===== src/rtl/kms_pkg.sv =====
// Package: shared types for the key matrix scanner.
// Assumes nothing beyond being compiled before the modules that import it.
package kms_pkg;

    // Position inside the two-frame key-scan cycle
    typedef enum logic {
        PH_FIRST  = 1'b0,
        PH_SECOND = 1'b1
    } kms_phase_e;

endpackage


===== src/rtl/kms_line_seq.sv =====
// Scan line sequencer: holds each scan line for WIN_CYCLES clocks, steps the
// lines in ascending order and wraps. It flags the last clock of every window
// as the sample point.
// Assumes scan_en is synchronous; the sequence restarts at line 1 whenever
// scan_en is low.
module kms_line_seq #(
    parameter int N_LINES    = 12,
    parameter int WIN_CYCLES = 4
) (
    input  logic                       clk,
    input  logic                       rst_n,
    input  logic                       scan_en,
    output logic [$clog2(N_LINES)-1:0] line_idx,
    output logic                       sample_now,
    output logic [N_LINES-1:0]         scan_out
);
    localparam int LW = $clog2(N_LINES);
    localparam int CW = (WIN_CYCLES > 1) ? $clog2(WIN_CYCLES) : 1;

    logic [CW-1:0] win_cnt;
    logic          win_last;

    assign win_last   = (win_cnt == CW'(WIN_CYCLES - 1));
    assign sample_now = scan_en && win_last;

    // Advance the window counter and the active line
    always_ff @(posedge clk) begin
        if (!rst_n || !scan_en) begin
            win_cnt  <= '0;
            line_idx <= '0;
        end else if (win_last) begin
            win_cnt  <= '0;
            line_idx <= (line_idx == LW'(N_LINES - 1)) ? '0 : line_idx + 1'b1;
        end else begin
            win_cnt  <= win_cnt + 1'b1;
        end
    end

    // Decode the active line into one-hot drive levels
    for (genvar g = 0; g < N_LINES; g++) begin : g_drive
        assign scan_out[g] = scan_en && (line_idx == LW'(g));
    end

endmodule


===== src/rtl/kms_sampler.sv =====
// Key image sampler: stores the return inputs as one row per scan line in a
// working image. On every second frame strobe of a scan cycle it copies the
// working image into the readable image in a single clock.
// Assumes frame_end is a one-cycle pulse and key_in is already synchronous.
module kms_sampler
    import kms_pkg::*;
#(
    parameter int N_LINES = 12,
    parameter int N_RET   = 4
) (
    input  logic                       clk,
    input  logic                       rst_n,
    input  logic                       scan_en,
    input  logic                       frame_end,
    input  logic                       sample_now,
    input  logic [$clog2(N_LINES)-1:0] line_idx,
    input  logic [N_RET-1:0]           key_in,
    output logic [N_LINES*N_RET-1:0]   image_flat
);
    logic [N_LINES-1:0][N_RET-1:0] work_img;
    logic [N_LINES-1:0][N_RET-1:0] shadow_img;
    kms_phase_e                    phase;

    // Capture the active line's returns at the end of its window
    always_ff @(posedge clk) begin
        if (!rst_n) begin
            work_img <= '0;
        end else if (sample_now) begin
            work_img[line_idx] <= key_in;
        end
    end

    // Track frame pairs and publish the image on the closing strobe
    always_ff @(posedge clk) begin
        if (!rst_n) begin
            shadow_img <= '0;
            phase      <= PH_FIRST;
        end else if (!scan_en) begin
            phase      <= PH_FIRST;
        end else if (frame_end) begin
            if (phase == PH_SECOND) begin
                shadow_img <= work_img;
                phase      <= PH_FIRST;
            end else begin
                phase      <= PH_SECOND;
            end
        end
    end

    assign image_flat = shadow_img;

endmodule


===== src/rtl/kms_packer.sv =====
// Byte packer: splits the readable image into bytes. Each byte holds two
// consecutive lines, the lower-numbered line in the low nibble. An index past
// the last byte selects zero.
// Assumes N_LINES is even and the image is flat with line 1 in the low bits.
module kms_packer #(
    parameter int N_LINES = 12,
    parameter int N_RET   = 4
) (
    input  logic [N_LINES*N_RET-1:0]     image_flat,
    input  logic [$clog2(N_LINES/2)-1:0] rd_idx,
    output logic [2*N_RET-1:0]           rd_byte
);
    localparam int BYTE_W  = 2 * N_RET;
    localparam int N_BYTES = N_LINES / 2;
    localparam int IW      = $clog2(N_BYTES);

    logic [BYTE_W-1:0] bytes [N_BYTES];

    // Slice each pair of rows into one byte
    for (genvar b = 0; b < N_BYTES; b++) begin : g_pack
        assign bytes[b] = {image_flat[(2*b+1)*N_RET +: N_RET],
                           image_flat[(2*b)*N_RET   +: N_RET]};
    end

    // Select the requested byte, zero when out of range
    always_comb begin
        rd_byte = '0;
        for (int b = 0; b < N_BYTES; b++) begin
            if ({1'b0, rd_idx} == (IW+1)'(b)) begin
                rd_byte = bytes[b];
            end
        end
    end

endmodule


===== src/rtl/key_matrix_scanner.sv =====
// Key matrix scanner top: connects the line sequencer, the sampler with its
// two-frame publish and the byte packer.
// Assumes frame_end and scan_en come from the display timing block in the same
// clock domain, and that N_LINES is even.
module key_matrix_scanner #(
    parameter int N_LINES    = 12,
    parameter int N_RET      = 4,
    parameter int WIN_CYCLES = 4
) (
    input  logic                         clk,
    input  logic                         rst_n,
    input  logic                         scan_en,
    input  logic                         frame_end,
    input  logic [N_RET-1:0]             key_in,
    input  logic [$clog2(N_LINES/2)-1:0] rd_idx,
    output logic [N_LINES-1:0]           scan_out,
    output logic [2*N_RET-1:0]           rd_byte
);
    localparam int LW = $clog2(N_LINES);

    logic [LW-1:0]              line_idx;
    logic                       sample_now;
    logic [N_LINES*N_RET-1:0]   image_flat;

    kms_line_seq #(
        .N_LINES    (N_LINES),
        .WIN_CYCLES (WIN_CYCLES)
    ) u_seq (
        .clk        (clk),
        .rst_n      (rst_n),
        .scan_en    (scan_en),
        .line_idx   (line_idx),
        .sample_now (sample_now),
        .scan_out   (scan_out)
    );

    kms_sampler #(
        .N_LINES    (N_LINES),
        .N_RET      (N_RET)
    ) u_smp (
        .clk        (clk),
        .rst_n      (rst_n),
        .scan_en    (scan_en),
        .frame_end  (frame_end),
        .sample_now (sample_now),
        .line_idx   (line_idx),
        .key_in     (key_in),
        .image_flat (image_flat)
    );

    kms_packer #(
        .N_LINES    (N_LINES),
        .N_RET      (N_RET)
    ) u_pack (
        .image_flat (image_flat),
        .rd_idx     (rd_idx),
        .rd_byte    (rd_byte)
    );

endmodule


===== config.mk =====
export PLATFORM = sky130hd
export DESIGN_NAME = key_matrix_scanner
export DESIGN_NICKNAME = d
export VERILOG_FILES = /design/src/rtl/kms_pkg.sv /design/src/rtl/kms_line_seq.sv /design/src/rtl/kms_sampler.sv /design/src/rtl/kms_packer.sv /design/src/rtl/key_matrix_scanner.sv
export SDC_FILE = /design/constraint.sdc
export NUM_CORES = 1
export LEC_CHECK = 0
export ABC_CLOCK_PERIOD_IN_PS = 1500
export BUFFER_PORTS_ARGS = -buffer_cell sky130_fd_sc_hd__buf_4
export CAP_MARGIN = 20
export CORE_MARGIN = 2
export CORE_UTILIZATION = 51
export CTS_CLUSTER_DIAMETER = 60
export CTS_CLUSTER_SIZE = 30
export DETAILED_ROUTE_END_ITERATION = 10
export PLACE_DENSITY = 0.68
export SLEW_MARGIN = 10
export SYNTH_ARGS = -nofsm -noshare
export SYNTH_HDL_FRONTEND = slang
export SYNTH_SLANG_ARGS = --single-unit
export TNS_END_PERCENT = 10

===== constraint.sdc =====
create_clock -name clk -period 1.5 [get_ports clk]
set_input_delay 0.15 -clock clk [delete_from_list [all_inputs] [get_ports clk]]
set_output_delay 0.15 -clock clk [all_outputs]
set_load 0.03 [all_outputs]

==> results.toml <==
[status]
outcome = "complete, but fails checks"
violations = "setup timing"

[die]
initial_core_util = 0.519
ios = 31
die_height_um = 97.7
core_um2 = 8640
rows = 34
die_width_um = 97.7
die_area_um2 = 9550

[timing]
fmax_ghz = 0.641
fin_skew_ns = 0.0157
rsz0062_at_grt = "yes"
final_hold_viol_count = 0
fin_ws_ns = -0.0595
worst-slew-pin-transition_ns = 0.624
slew-limit-headroom = 0.583
slew_viol_final = 0
final.period_utilization = 1.04
layout_min_cycle_time_ns = 1.56
fin_setup_tns_ns = -0.0829
setup_viol = 2

[global_routing]
grt_max_degree = 82
antenna_found_initial = 0
grt_overflow = 0
grt_pass1_vias = 3199
grt_usage = 0.219
grt_pass1_wl_mm = 16.6

[hold_path]
hold_end = "u_smp.phase"
min_from = "frame_end"
hold_path_class = "input pin to register"
worstHoldPathCells = 3

[clock_tree]
path_clk_slew_ns = 0.10
cts_root_buf = "clkbuf_8"
numCtsBuffers = 9
cts_tree = "yes"
clock_sinks = 103
clock_latency_ns = 0.37
postCtsHoldBufs = 0
htreeDepth = 3
clock_path_buffers = 2

[synthesis]
synth_area_um2 = 4480
synthesis.nets = 510
syn_avg_cell_area_um2 = 9.07
netlist_instances = 494
ys_seq_area_frac = 0.460
ys_warn_count = 0
ys_ff_latch = 103
synth.distinct_cells = 34

[worst_setup_path]
cp-end-kind = "output port"
worstRegToRegCells = 4
cp_cell_sequence = "mux2_4, o32ai_2, a221oi_2, buf_4"
crit_path_start_kind = "register"
max_stage_delay_ns = 0.34
crit_type = "register to output port"
r2r_slack_ns = 0.09
critical_path_arrival_ns = 1.41
required_ns = 1.35
cp_top_family = "flip-flops"
reg2reg_to = "u_smp.work_img[22]"
cp_max_fo = 2
cpMaxStageDelayCell = "dfxtp_2"
path_buf_inv = 1
timing.rr.start = "u_seq.win_cnt[0]"

[drt]
via_per_inst = 5.29
routed_wl_mm = 10.1
drt_iter0_markers = 167
drc_errors = 0
dr.pass1.iters = 4
antenna_left = 0
wl_per_cell_um = 16.1
vias = 3314

[cells_and_area]
final_common_cell = "nand2_1"
mostFrequentLayoutCells = "152 x nand2_1, 89 x dfxtp_1, 63 x mux2i_1"
nets = 530
drive_gt1_frac = 0.222
diodes = 0
synthToLayoutAreaGrowth_pct = 16.5
design_area_um2 = 5220
multi_input_area_um2 = 2360
fillCellCount = 783
register_area_um2 = 2090

[pwr]
power.leakage_uw = 0.00194
powerDensity_nw_per_um2 = 974
seq_power_share = 0.538
p_clk_frac = 0.411
comb_power_share = 0.051
internal_power_uw = 3970
irDropWorstVdd_mv = 0.504
power.total_uw = 5080
switching_share = 0.219
p_switching_uw = 1110

[placed_design]
placed_area_um2 = 4750
io_buffers = 30
routabilityCongestion = 0.834
dp_hpwl_mm = 6.45
dp_slack_ns = -0.00734

[run]
maxCapViolCount = 0
==> worst reg2reg max path, cell delays in order, from the launching register on <==
cell and delay [ns]:
dfxtp_1 0.35, ha_1 0.29, and4b_4 0.38, nand2_4 0.12, mux2i_1 0.14
==> cells by family after synthesis <==
logic type / Yosys count / synth area share
AND/OR/NAND/NOR: 202 / 0.202
flip-flops: 103 / 0.460
XOR/XNOR: 1 / 0.00196
AO/OA/AOI/OAI: 76 / 0.123
multiplexers: 68 / 0.153
adder cells (fa/ha/maj): 5 / 0.0140
buffers and inverters: 39 / 0.0464
==> cells in the mapped netlist <==
master    instances  area [µm²]
nand2_1         156         586
dfxtp_1         103        2060
mux2i_1          65         651
a21boi_0         48         360
clkbuf_1         13        48.8
nor2_1           12        45.0
buf_2            10        50.1
o21ai_0          10        50.1
buf_4             7        52.6
inv_1             6        22.5
nand2b_1          6        37.5
nor2_4            6        67.6
ha_1              5        62.6
nor3_1            5        25.0
o22a_1            5        43.8
nand2_4           4        45.0
nand3b_1          4        30.0
a221oi_1          3        26.3
buf_6             3        33.8
mux2_2            3        33.8
o22ai_1           3        18.8
o32ai_1           3        26.3
a21oi_1           2        10.0
nor2_2            2        12.5
a21boi_1          1        7.51
and3_2            1        7.51
and4b_1           1        10.0
and4b_4           1        13.8
nand2_2           1        6.26
nand3_1           1        5.00
nor3b_1           1        7.51
o211ai_1          1        7.51
or2_2             1        6.26
xnor2_1           1        8.76
==> metal layers <==
metal	GRT usage	vias up	routed length (µm)
li1	-	1688	-
met1	0.322	1561	5070
met2	0.332	55	4510
met3	0.0394	10	355
met4	0.0641	0	135
met5	0	-	0
==> per-stage QoR <==
stage	cells	util	hold slack, ns
floorplan	494	-	0.287
global placement	607	0.550	0.405
detailed placement	607	0.550	0.404
CTS	625	0.597	0.0280
global route	626	0.604	0.0462
finish	626	0.604	0.0303
==> cell type report <==
class                           count  area share
Sequential cell                   103       0.400
Timing Repair Buffer               42      0.0698
Clock inverter                      5      0.0199
Inverter                            6     0.00527
Multi-Input combinational cell    352       0.452
Tap cell                          108      0.0259
Clock buffer                       10      0.0264
==> worst max path at each step <==
stage / startpoint / endpoint / cells after the start
final: u_smp.image_flat[13] / rd_byte[5] / 4
after floorplan: rd_idx[1] / rd_byte[1] / 5
after global placement: u_seq.line_idx[0] / u_smp.work_img[46] / 4
after detailed placement: u_seq.line_idx[0] / u_smp.work_img[44] / 4
after global routing: u_smp.image_flat[13] / rd_byte[5] / 4
after CTS: u_seq.line_idx[0] / scan_out[2] / 5
==> timing repair <==
item                                    CTS  global route
pin swaps                                 3             6
cloned                                    0             0
gates resized for setup                  38            19
endpoints found under the setup margin   23            37
setup buffers                             3             1
==> flip-flops by register name, indices dropped and copies added (netlist names) <==
signal            flops
u_smp.phase           1
u_seq.win_cnt         2
u_smp.image_flat     48
u_smp.work_img       48
u_seq.line_idx        4
==> power groups by stage <==
stage	registers [µW]	logic, µW	clock network (µW)
floorplan	2800	172	0
global placement	2800	248	0
detailed placement	2800	250	0
CTS	2740	261	2120
global route	2730	283	2220
finish	2730	262	2090
(Power assumes the default switching activity.)
